[config.mk]
export PLATFORM = sky130hd
export DESIGN_NAME = wv26_row_stage
export DESIGN_NICKNAME = d
export VERILOG_FILES = /design/src/rtl/wv26_pkg.sv /design/src/rtl/wv26_pair_gather.sv /design/src/rtl/wv26_highpass_lift.sv /design/src/rtl/wv26_deadband_quant.sv /design/src/rtl/wv26_row_stage.sv
export SDC_FILE = /design/constraint.sdc
export NUM_CORES = 1
export LEC_CHECK = 0
export BUFFER_PORTS_ARGS = -buffer_cell sky130_fd_sc_hd__buf_2
export CAP_MARGIN = 20
export CORE_UTILIZATION = 53
export DETAILED_ROUTE_END_ITERATION = 8
export GPL_TIMING_DRIVEN = 0
export PLACE_DENSITY = 0.75
export SLEW_MARGIN = 20
export SYNTH_ARGS = -nofsm -noshare
export SYNTH_HDL_FRONTEND = slang
export SYNTH_SLANG_ARGS = --single-unit
[constraint.sdc]
create_clock -name clk_i -period 31.4 [get_ports clk_i]
set_input_delay 1.57 -clock clk_i [delete_from_list [all_inputs] [get_ports clk_i]]
set_output_delay 1.57 -clock clk_i [all_outputs]
set_load 0.02 [all_outputs]
[src/rtl/wv26_pkg.sv]
`timescale 1ns/1ps
package wv26_pkg;

    // Pair assembly phase: waiting for the first or the second pixel of a pair.
    typedef enum logic {
        PH_EMPTY = 1'b0,
        PH_HALF  = 1'b1
    } pair_phase_e;

    // High-band correction: (right sum - left sum + bias) >>> shift.
    localparam int unsigned CORR_BIAS  = 4;
    localparam int unsigned CORR_SHIFT = 3;

endpackage

[src/rtl/wv26_pair_gather.sv]
`timescale 1ns/1ps
module wv26_pair_gather
    import wv26_pkg::*;
#(
    parameter  int unsigned PIX_W = 12,
    localparam int unsigned SUM_W = PIX_W + 1
) (
    input  logic                    clk_i,
    input  logic                    rst_ni,
    input  logic                    vld_i,
    input  logic                    sol_i,
    input  logic                    eol_i,
    input  logic [PIX_W-1:0]        pix_i,
    output logic                    pair_vld_o,
    output logic [SUM_W-1:0]        pair_sum_o,
    output logic signed [SUM_W-1:0] pair_diff_o,
    output logic                    pair_first_o,
    output logic                    pair_last_o
);

    typedef struct packed {
        pair_phase_e      phase;
        logic [PIX_W-1:0] held;
        logic             line_new;
    } gather_t;

    gather_t st_d, st_q;

    always_comb begin
        st_d         = st_q;
        pair_vld_o   = 1'b0;
        pair_sum_o   = {1'b0, st_q.held} + {1'b0, pix_i};
        pair_diff_o  = $signed({1'b0, st_q.held}) - $signed({1'b0, pix_i});
        pair_first_o = st_q.line_new;
        pair_last_o  = eol_i;
        if (vld_i) begin
            if (sol_i) begin
                // A line start always opens a fresh pair.
                st_d.phase    = PH_HALF;
                st_d.held     = pix_i;
                st_d.line_new = 1'b1;
            end else if (st_q.phase == PH_EMPTY) begin
                // First pixel of a pair; an end-of-line flag here is ignored.
                st_d.phase = PH_HALF;
                st_d.held  = pix_i;
            end else begin
                pair_vld_o    = 1'b1;
                st_d.phase    = PH_EMPTY;
                st_d.line_new = eol_i;
            end
        end
    end

    always_ff @(posedge clk_i or negedge rst_ni) begin
        if (!rst_ni) begin
            st_q.phase    <= PH_EMPTY;
            st_q.held     <= '0;
            st_q.line_new <= 1'b1;
        end else begin
            st_q <= st_d;
        end
    end

    // a pair needs two accepted pixels, so two completions never touch.
    assert_pair_spacing_R8: assert property (@(posedge clk_i) disable iff (!rst_ni)
        pair_vld_o |=> !pair_vld_o);

endmodule

[src/rtl/wv26_highpass_lift.sv]
`timescale 1ns/1ps
module wv26_highpass_lift
    import wv26_pkg::*;
#(
    parameter  int unsigned PIX_W = 12,
    localparam int unsigned SUM_W = PIX_W + 1,
    localparam int unsigned HI_W  = PIX_W + 2,
    localparam int unsigned EXT_W = SUM_W + 2
) (
    input  logic signed [SUM_W-1:0] diff_i,
    input  logic [SUM_W-1:0]        sum_left_i,
    input  logic [SUM_W-1:0]        sum_right_i,
    output logic signed [HI_W-1:0]  hi_o
);

    logic signed [EXT_W-1:0] delta;
    logic signed [EXT_W-1:0] corr;

    always_comb begin
        delta = $signed({2'b00, sum_right_i}) - $signed({2'b00, sum_left_i})
              + $signed(EXT_W'(CORR_BIAS));
        corr  = delta >>> CORR_SHIFT;
        hi_o  = $signed({diff_i[SUM_W-1], diff_i}) + $signed(corr[HI_W-1:0]);
    end

endmodule

[src/rtl/wv26_deadband_quant.sv]
`timescale 1ns/1ps
module wv26_deadband_quant #(
    parameter int unsigned HI_W = 14
) (
    input  logic signed [HI_W-1:0] hi_i,
    input  logic [HI_W-1:0]        thr_i,
    input  logic [HI_W-1:0]        step_i,
    output logic signed [HI_W-1:0] q_o
);

    logic            neg;
    logic [HI_W-1:0] mag;
    logic [HI_W-1:0] divisor;
    logic [HI_W-1:0] quo;
    logic [HI_W-1:0] out_mag;

    always_comb begin
        neg     = hi_i[HI_W-1];
        mag     = neg ? (~hi_i + 1'b1) : hi_i;
        divisor = (step_i == '0) ? HI_W'(1) : step_i;
        quo     = mag / divisor;
        if (mag < thr_i) begin
            q_o = '0;
        end else begin
            q_o = neg ? (~quo + 1'b1) : quo;
        end
    end

    always_comb begin
        out_mag = q_o[HI_W-1] ? (~q_o + 1'b1) : q_o;
        // quantizing never enlarges a coefficient.
        assert_no_growth_R7: assert (out_mag <= mag);
        // a surviving coefficient keeps the sign it came in with.
        if (q_o != '0) begin
            assert_sign_kept_R7: assert (q_o[HI_W-1] == neg);
        end
    end

endmodule

[src/rtl/wv26_row_stage.sv]
`timescale 1ns/1ps
module wv26_row_stage
    import wv26_pkg::*;
#(
    parameter  int unsigned PIX_W = 12,
    localparam int unsigned SUM_W = PIX_W + 1,
    localparam int unsigned HI_W  = PIX_W + 2
) (
    input  logic                   clk_i,
    input  logic                   rst_ni,
    input  logic                   pix_vld_i,
    input  logic                   pix_sol_i,
    input  logic                   pix_eol_i,
    input  logic [PIX_W-1:0]       pix_i,
    input  logic [HI_W-1:0]        dz_thr_i,
    input  logic [HI_W-1:0]        q_step_i,
    output logic                   lo_vld_o,
    output logic [PIX_W-1:0]       lo_o,
    output logic                   hi_vld_o,
    output logic signed [HI_W-1:0] hi_o
);

    typedef struct packed {
        logic              cur_vld;
        logic              cur_first;
        logic              cur_last;
        logic [SUM_W-1:0]  cur_sum;
        logic [SUM_W-1:0]  cur_diff;
        logic [SUM_W-1:0]  prev_sum;
        logic              out_vld;
        logic [PIX_W-1:0]  out_lo;
        logic [HI_W-1:0]   out_hi;
    } stage_t;

    stage_t st_d, st_q;

    logic                    pair_vld;
    logic [SUM_W-1:0]        pair_sum;
    logic signed [SUM_W-1:0] pair_diff;
    logic                    pair_first;
    logic                    pair_last;

    logic                    flush;
    logic                    advance;
    logic [SUM_W-1:0]        left_s;
    logic [SUM_W-1:0]        right_s;
    logic signed [HI_W-1:0]  hi_raw;
    logic signed [HI_W-1:0]  hi_qnt;

    wv26_pair_gather #(.PIX_W(PIX_W)) i_gather (
        .clk_i        (clk_i),
        .rst_ni       (rst_ni),
        .vld_i        (pix_vld_i),
        .sol_i        (pix_sol_i),
        .eol_i        (pix_eol_i),
        .pix_i        (pix_i),
        .pair_vld_o   (pair_vld),
        .pair_sum_o   (pair_sum),
        .pair_diff_o  (pair_diff),
        .pair_first_o (pair_first),
        .pair_last_o  (pair_last)
    );

    // Neighbour selection with mirroring at both line edges.
    always_comb begin
        flush   = st_q.cur_vld && st_q.cur_last;
        advance = pair_vld && st_q.cur_vld && !st_q.cur_last && !pair_first;
        if (flush) begin
            right_s = st_q.cur_first ? st_q.cur_sum : st_q.prev_sum;
        end else begin
            right_s = pair_sum;
        end
        left_s = st_q.cur_first ? right_s : st_q.prev_sum;
    end

    wv26_highpass_lift #(.PIX_W(PIX_W)) i_lift (
        .diff_i      ($signed(st_q.cur_diff)),
        .sum_left_i  (left_s),
        .sum_right_i (right_s),
        .hi_o        (hi_raw)
    );

    wv26_deadband_quant #(.HI_W(HI_W)) i_quant (
        .hi_i   (hi_raw),
        .thr_i  (dz_thr_i),
        .step_i (q_step_i),
        .q_o    (hi_qnt)
    );

    always_comb begin
        st_d         = st_q;
        st_d.out_vld = 1'b0;
        if (flush || advance) begin
            st_d.out_vld = 1'b1;
            st_d.out_lo  = st_q.cur_sum[SUM_W-1:1];
            st_d.out_hi  = hi_qnt;
        end
        if (flush) begin
            st_d.cur_vld = 1'b0;
        end
        if (pair_vld) begin
            // A pair that opens a line drops whatever was pending.
            st_d.cur_vld   = 1'b1;
            st_d.cur_first = pair_first;
            st_d.cur_last  = pair_last;
            st_d.cur_sum   = pair_sum;
            st_d.cur_diff  = pair_diff;
            st_d.prev_sum  = st_q.cur_sum;
        end
    end

    always_ff @(posedge clk_i or negedge rst_ni) begin
        if (!rst_ni) begin
            st_q <= '0;
        end else begin
            st_q <= st_d;
        end
    end

    assign lo_vld_o = st_q.out_vld;
    assign hi_vld_o = st_q.out_vld;
    assign lo_o     = st_q.out_lo;
    assign hi_o     = st_q.out_hi;

    // outputs are quiet on the edge after reset is seen.
    assert_reset_quiet_R1: assert property (@(posedge clk_i)
        !rst_ni |=> (!lo_vld_o && !hi_vld_o));

    // a line's final flush never coincides with a newly completed pair.
    assert_no_flush_clash_R8: assert property (@(posedge clk_i) disable iff (!rst_ni)
        !(pair_vld && flush));

    // an output is always caused by a completed pair or a flush one cycle earlier.
    assert_out_has_cause_R8: assert property (@(posedge clk_i) disable iff (!rst_ni)
        lo_vld_o |-> ($past(pair_vld) || $past(flush)));

    // at a line edge the lifting result is the bare pair difference.
    assert_edge_bare_diff_R4: assert property (@(posedge clk_i) disable iff (!rst_ni)
        ((flush || advance) && (st_q.cur_first || st_q.cur_last))
        |-> (hi_raw == $signed({st_q.cur_diff[SUM_W-1], st_q.cur_diff})));

endmodule

==> summary.md <==
| Metric | Value |
|---|---|
| Initial antenna violation count | `0` |
| Worst hold start | `lo_o[2]$_DFFE_PN0P_` |
| Failing checks | `design-rule violations` |
| Synth Instances | `around 1600` |
| Total Wirelength | `35000 microns` |
| Synth Net Count | `1810` |
| Crit path largest cell delay | `0.58 ns` |
| Die area | `0.0232 sq mm` |
| Layout cells sized above 1 | `0.186` |
| Core box area | `between 0.02 and 0.025 sq mm` |
| Post-synthesis simple-gate area fraction | `0.223` |
| Top FF cell, synth | `dfrtp_1` |
| Max Clk Rate | `33.0 MHz` |
| Synth Area in Adders | `0.183` |
| Worst-skew pair later-pin latency | `0.35 ns` |
| Synthesis-stage register bit count | `82` |
| Critical Path AT | `a little over 30 ns` |
| Max-slew headroom | `0.323` |
| CP most frequent cell | `ha_1` |
| Layout Nets | `slightly below 2000` |
| Syn-to-layout area delta | `17.8%` |
| Crit Path Max Fanout | `10` |
| Min-delay worst type | `flop to flop` |
| Overflow after GRT | `0` |
| Routability cong. | `0.965` |
| CP Class | `input port to flop` |
| Clk buf depth | `2` |
| Setup Skew | `0.00735 ns` |
| Fin crit share | `0.966` |
| CTS Buf Count | `9` |
| Hold endpoint | `lo_o[2]$_DFFE_PN0P_` |
| Vias in the first global route | `11400` |
| DRT iter0 DRCs | `780` |
| Post-synth EDFFs | `0` |
| Final hold violations | `0` |
| Largest family of logic cells by synthesized area | `compound AO/OA/AOI/OAI gates` |
| Post-Synth XOR/XNOR Area | `0.0804` |
| Nature of the critical path endpoint | `flop` |
| R2r setup slk | `1.80 ns` |
| Worst r2r src | `st_q[67]$_DFFE_PN0P_` |
| DR DRC count | `3` |
| Vias post-DR | `roughly 12000` |
| Drt pass-1 iters | `8` |
| All-Layer GR Usage | `0.290` |
| Crit Reg-Reg Endpoint | `hi_o[13]$_DFFE_PN0P_` |
| I/O pin count | `between 70 and 80` |
| Cts hold-fix bufs | `0` |
| Slowest cell on crit path | `or4_1` |
| Vias/cell | `roughly 6.1` |
| CTS root buf | `clkbuf_16` |
| Crit path time final | `30.34 ns` |
| Mean area per synthesized cell | `between 7 and 8 sq um` |
| Antenna viol nets, final | `0` |
| Clock sinks | `82` |
| Post-synth ARST share | `1.00` |
| Row cnt | `54` |
| Fill cells | `1963` |
| Final core occ | `0.641` |
| Max-slew violation count | `0` |
| Cell variety after synth | `between 80 and 90` |
| CTS HTree Levels | `3` |
| Worst r2r path cells | `134` |
| TritonCTS clock tree | `yes` |
| Final Setup Violations | `0` |
| Initial Util | `0.544` |
| First-pass GRT wire length | `55100 microns` |
| Final WS setup | `1.06 ns` |
| Max_cap viols | `0` |
| Clock-pin slew on the worst setup and hold paths | `0.07 ns` |
| Placement Setup Slack | `-6.30 ns` |
| WP data required | `31.60 ns` |
| Post-synthesis mux area share | `0.0162` |
| Slew @ Worst Pin | `1.01 ns` |
| Inserted Diodes | `0` |
| Critical path launch point type | `input port` |
| Hold path depth | `2` |
| Hold_ws | `around 0.48 ns` |
| Port bufs | `72` |
| Register area share after synthesis | `0.171` |
| Crit path buffers/inverters | `16` |
| Post-synthesis instance area | `0.0120 sq mm` |
| Die height | `between 150 and 200 microns` |
| Status | `complete, but fails checks` |
| Die width | `152 microns` |
| DP HPWL | `between 20000 and 30000 microns` |
| Family with the most delay on the worst path | `compound AO/OA/AOI/OAI gates` |
| Largest net degree at the start of global routing | `43` |
| Syn. warnings | `0` |
| Compound-cell area share of the yosys netlist | `0.260` |
| Routed WL per cell | `17.5 microns` |
## cells in the mapped netlist, types with 28 or more instances
| master | instances | area [sq um] |
|---|---|---|
| nand2_1 | 222 | 833 |
| ha_1 | 170 | 2130 |
| o21ai_0 | 107 | 536 |
| a21oi_1 | 106 | 531 |
| nor2_1 | 105 | 394 |
| inv_1 | 97 | 364 |
| dfrtp_1 | 81 | 2030 |
| xnor2_1 | 73 | 639 |
| nor3_1 | 53 | 265 |
| clkbuf_1 | 39 | 146 |
| o21a_1 | 37 | 278 |
| xor2_1 | 37 | 324 |
| nand3_1 | 32 | 160 |
| a21o_1 | 30 | 225 |
| buf_4 | 28 | 210 |
## repair_timing
action                                  CTS  global route
endpoints found under the setup margin   14            14
pin swaps                                20            48
cloned                                    0             1
buffers inserted                         19            31
gates resized for setup                  68           108
## metrics by stage
stage          cell area [sq um]  instances  setup TNS (ns)
6_report                   14100       2004               0
5_1_grt                    14100       2004           -2.44
4_1_cts                    13400       1976               0
3_5_place_dp               12700       1945          -86.07
3_3_place_gp               12700       1944          -80.59
2_1_floorplan              12000       1592               0
## worst max-delay path by stage
| stage | start | endpoint | slack (ns) | cells after the start |
|---|---|---|---|---|
| final | pix_i[1] | hi_o[13]$_DFFE_PN0P_ | 1.06 | 140 |
| after floorplan | pix_i[0] | hi_o[12]$_DFFE_PN0P_ | 1.12 | 138 |
| after CTS | pix_i[1] | hi_o[12]$_DFFE_PN0P_ | 0.005 | 139 |
| after detailed placement | pix_i[0] | hi_o[13]$_DFFE_PN0P_ | -6.30 | 138 |
| after global placement | pix_i[0] | hi_o[13]$_DFFE_PN0P_ | -5.92 | 137 |
| after global routing | pix_i[1] | hi_o[12]$_DFFE_PN0P_ | -0.28 | 142 |
## layout by cell type, fill, tap and decap left out, drive strengths merged, types with 8 or more instances in the layout
master	count
nand2b	25
or2	10
clkbuf	39
xnor2	73
a21oi	106
buf	167
nand3	33
a41oi	9
a31oi	20
o31ai	18
mux2	11
and2	14
nor2b	20
dfrtp	81
or3	25
nor2	106
o21a	38
nor3	54
a211oi	21
xor2	37
a21boi	12
a22oi	8
o21ai	112
o211ai	9
and3	16
o311ai	9
inv	100
nand2	222
a21o	30
ha	170
## layout make-up
cell class / instances / area [sq um] / share of cell area
Inverter: 97 / 367 / 0.0260
Sequential cell: 82 / 2050 / 0.145
Timing Repair Buffer: 123 / 766 / 0.0542
Buffer: 72 / 437 / 0.0309
Tap cell: 280 / 350 / 0.0248
Clock buffer: 11 / 253 / 0.0179
Multi-Input combinational cell: 1334 / 9850 / 0.698
Clock inverter: 5 / 43.8 / 0.00310
## layer usage
layer,GRT usage,routed length (microns)
met1,0.355,14500
met4,0.121,1300
met2,0.521,17500
met3,0.0245,1760
met5,0,0
## cell families (layout without fill, tap and decap cells)
family,count (synthesis),after routing
AND/OR/NAND/NOR,563,563
AO/OA/AOI/OAI,468,469
flip-flops,82,82
multiplexers,18,18
adder cells (fa/ha/maj),174,174
XOR/XNOR,110,110
buffers and inverters,177,308
## tightest hold or removal path: stages (launching register included)
cell and delay, ns:
dfrtp_1 0.34, nand2_1 0.05, nand2_1 0.05
## flip-flops by register name (all words and copies together), names as in the netlist
register,flops
lo_o,12
st_q,41
i_gather.st_q,13
i_gather.pair_first_o,1
hi_o,14
hi_vld_o,1
Power is not shown: default switching activity piles up to over one toggle a cycle in this logic, so the estimate is an artifact.
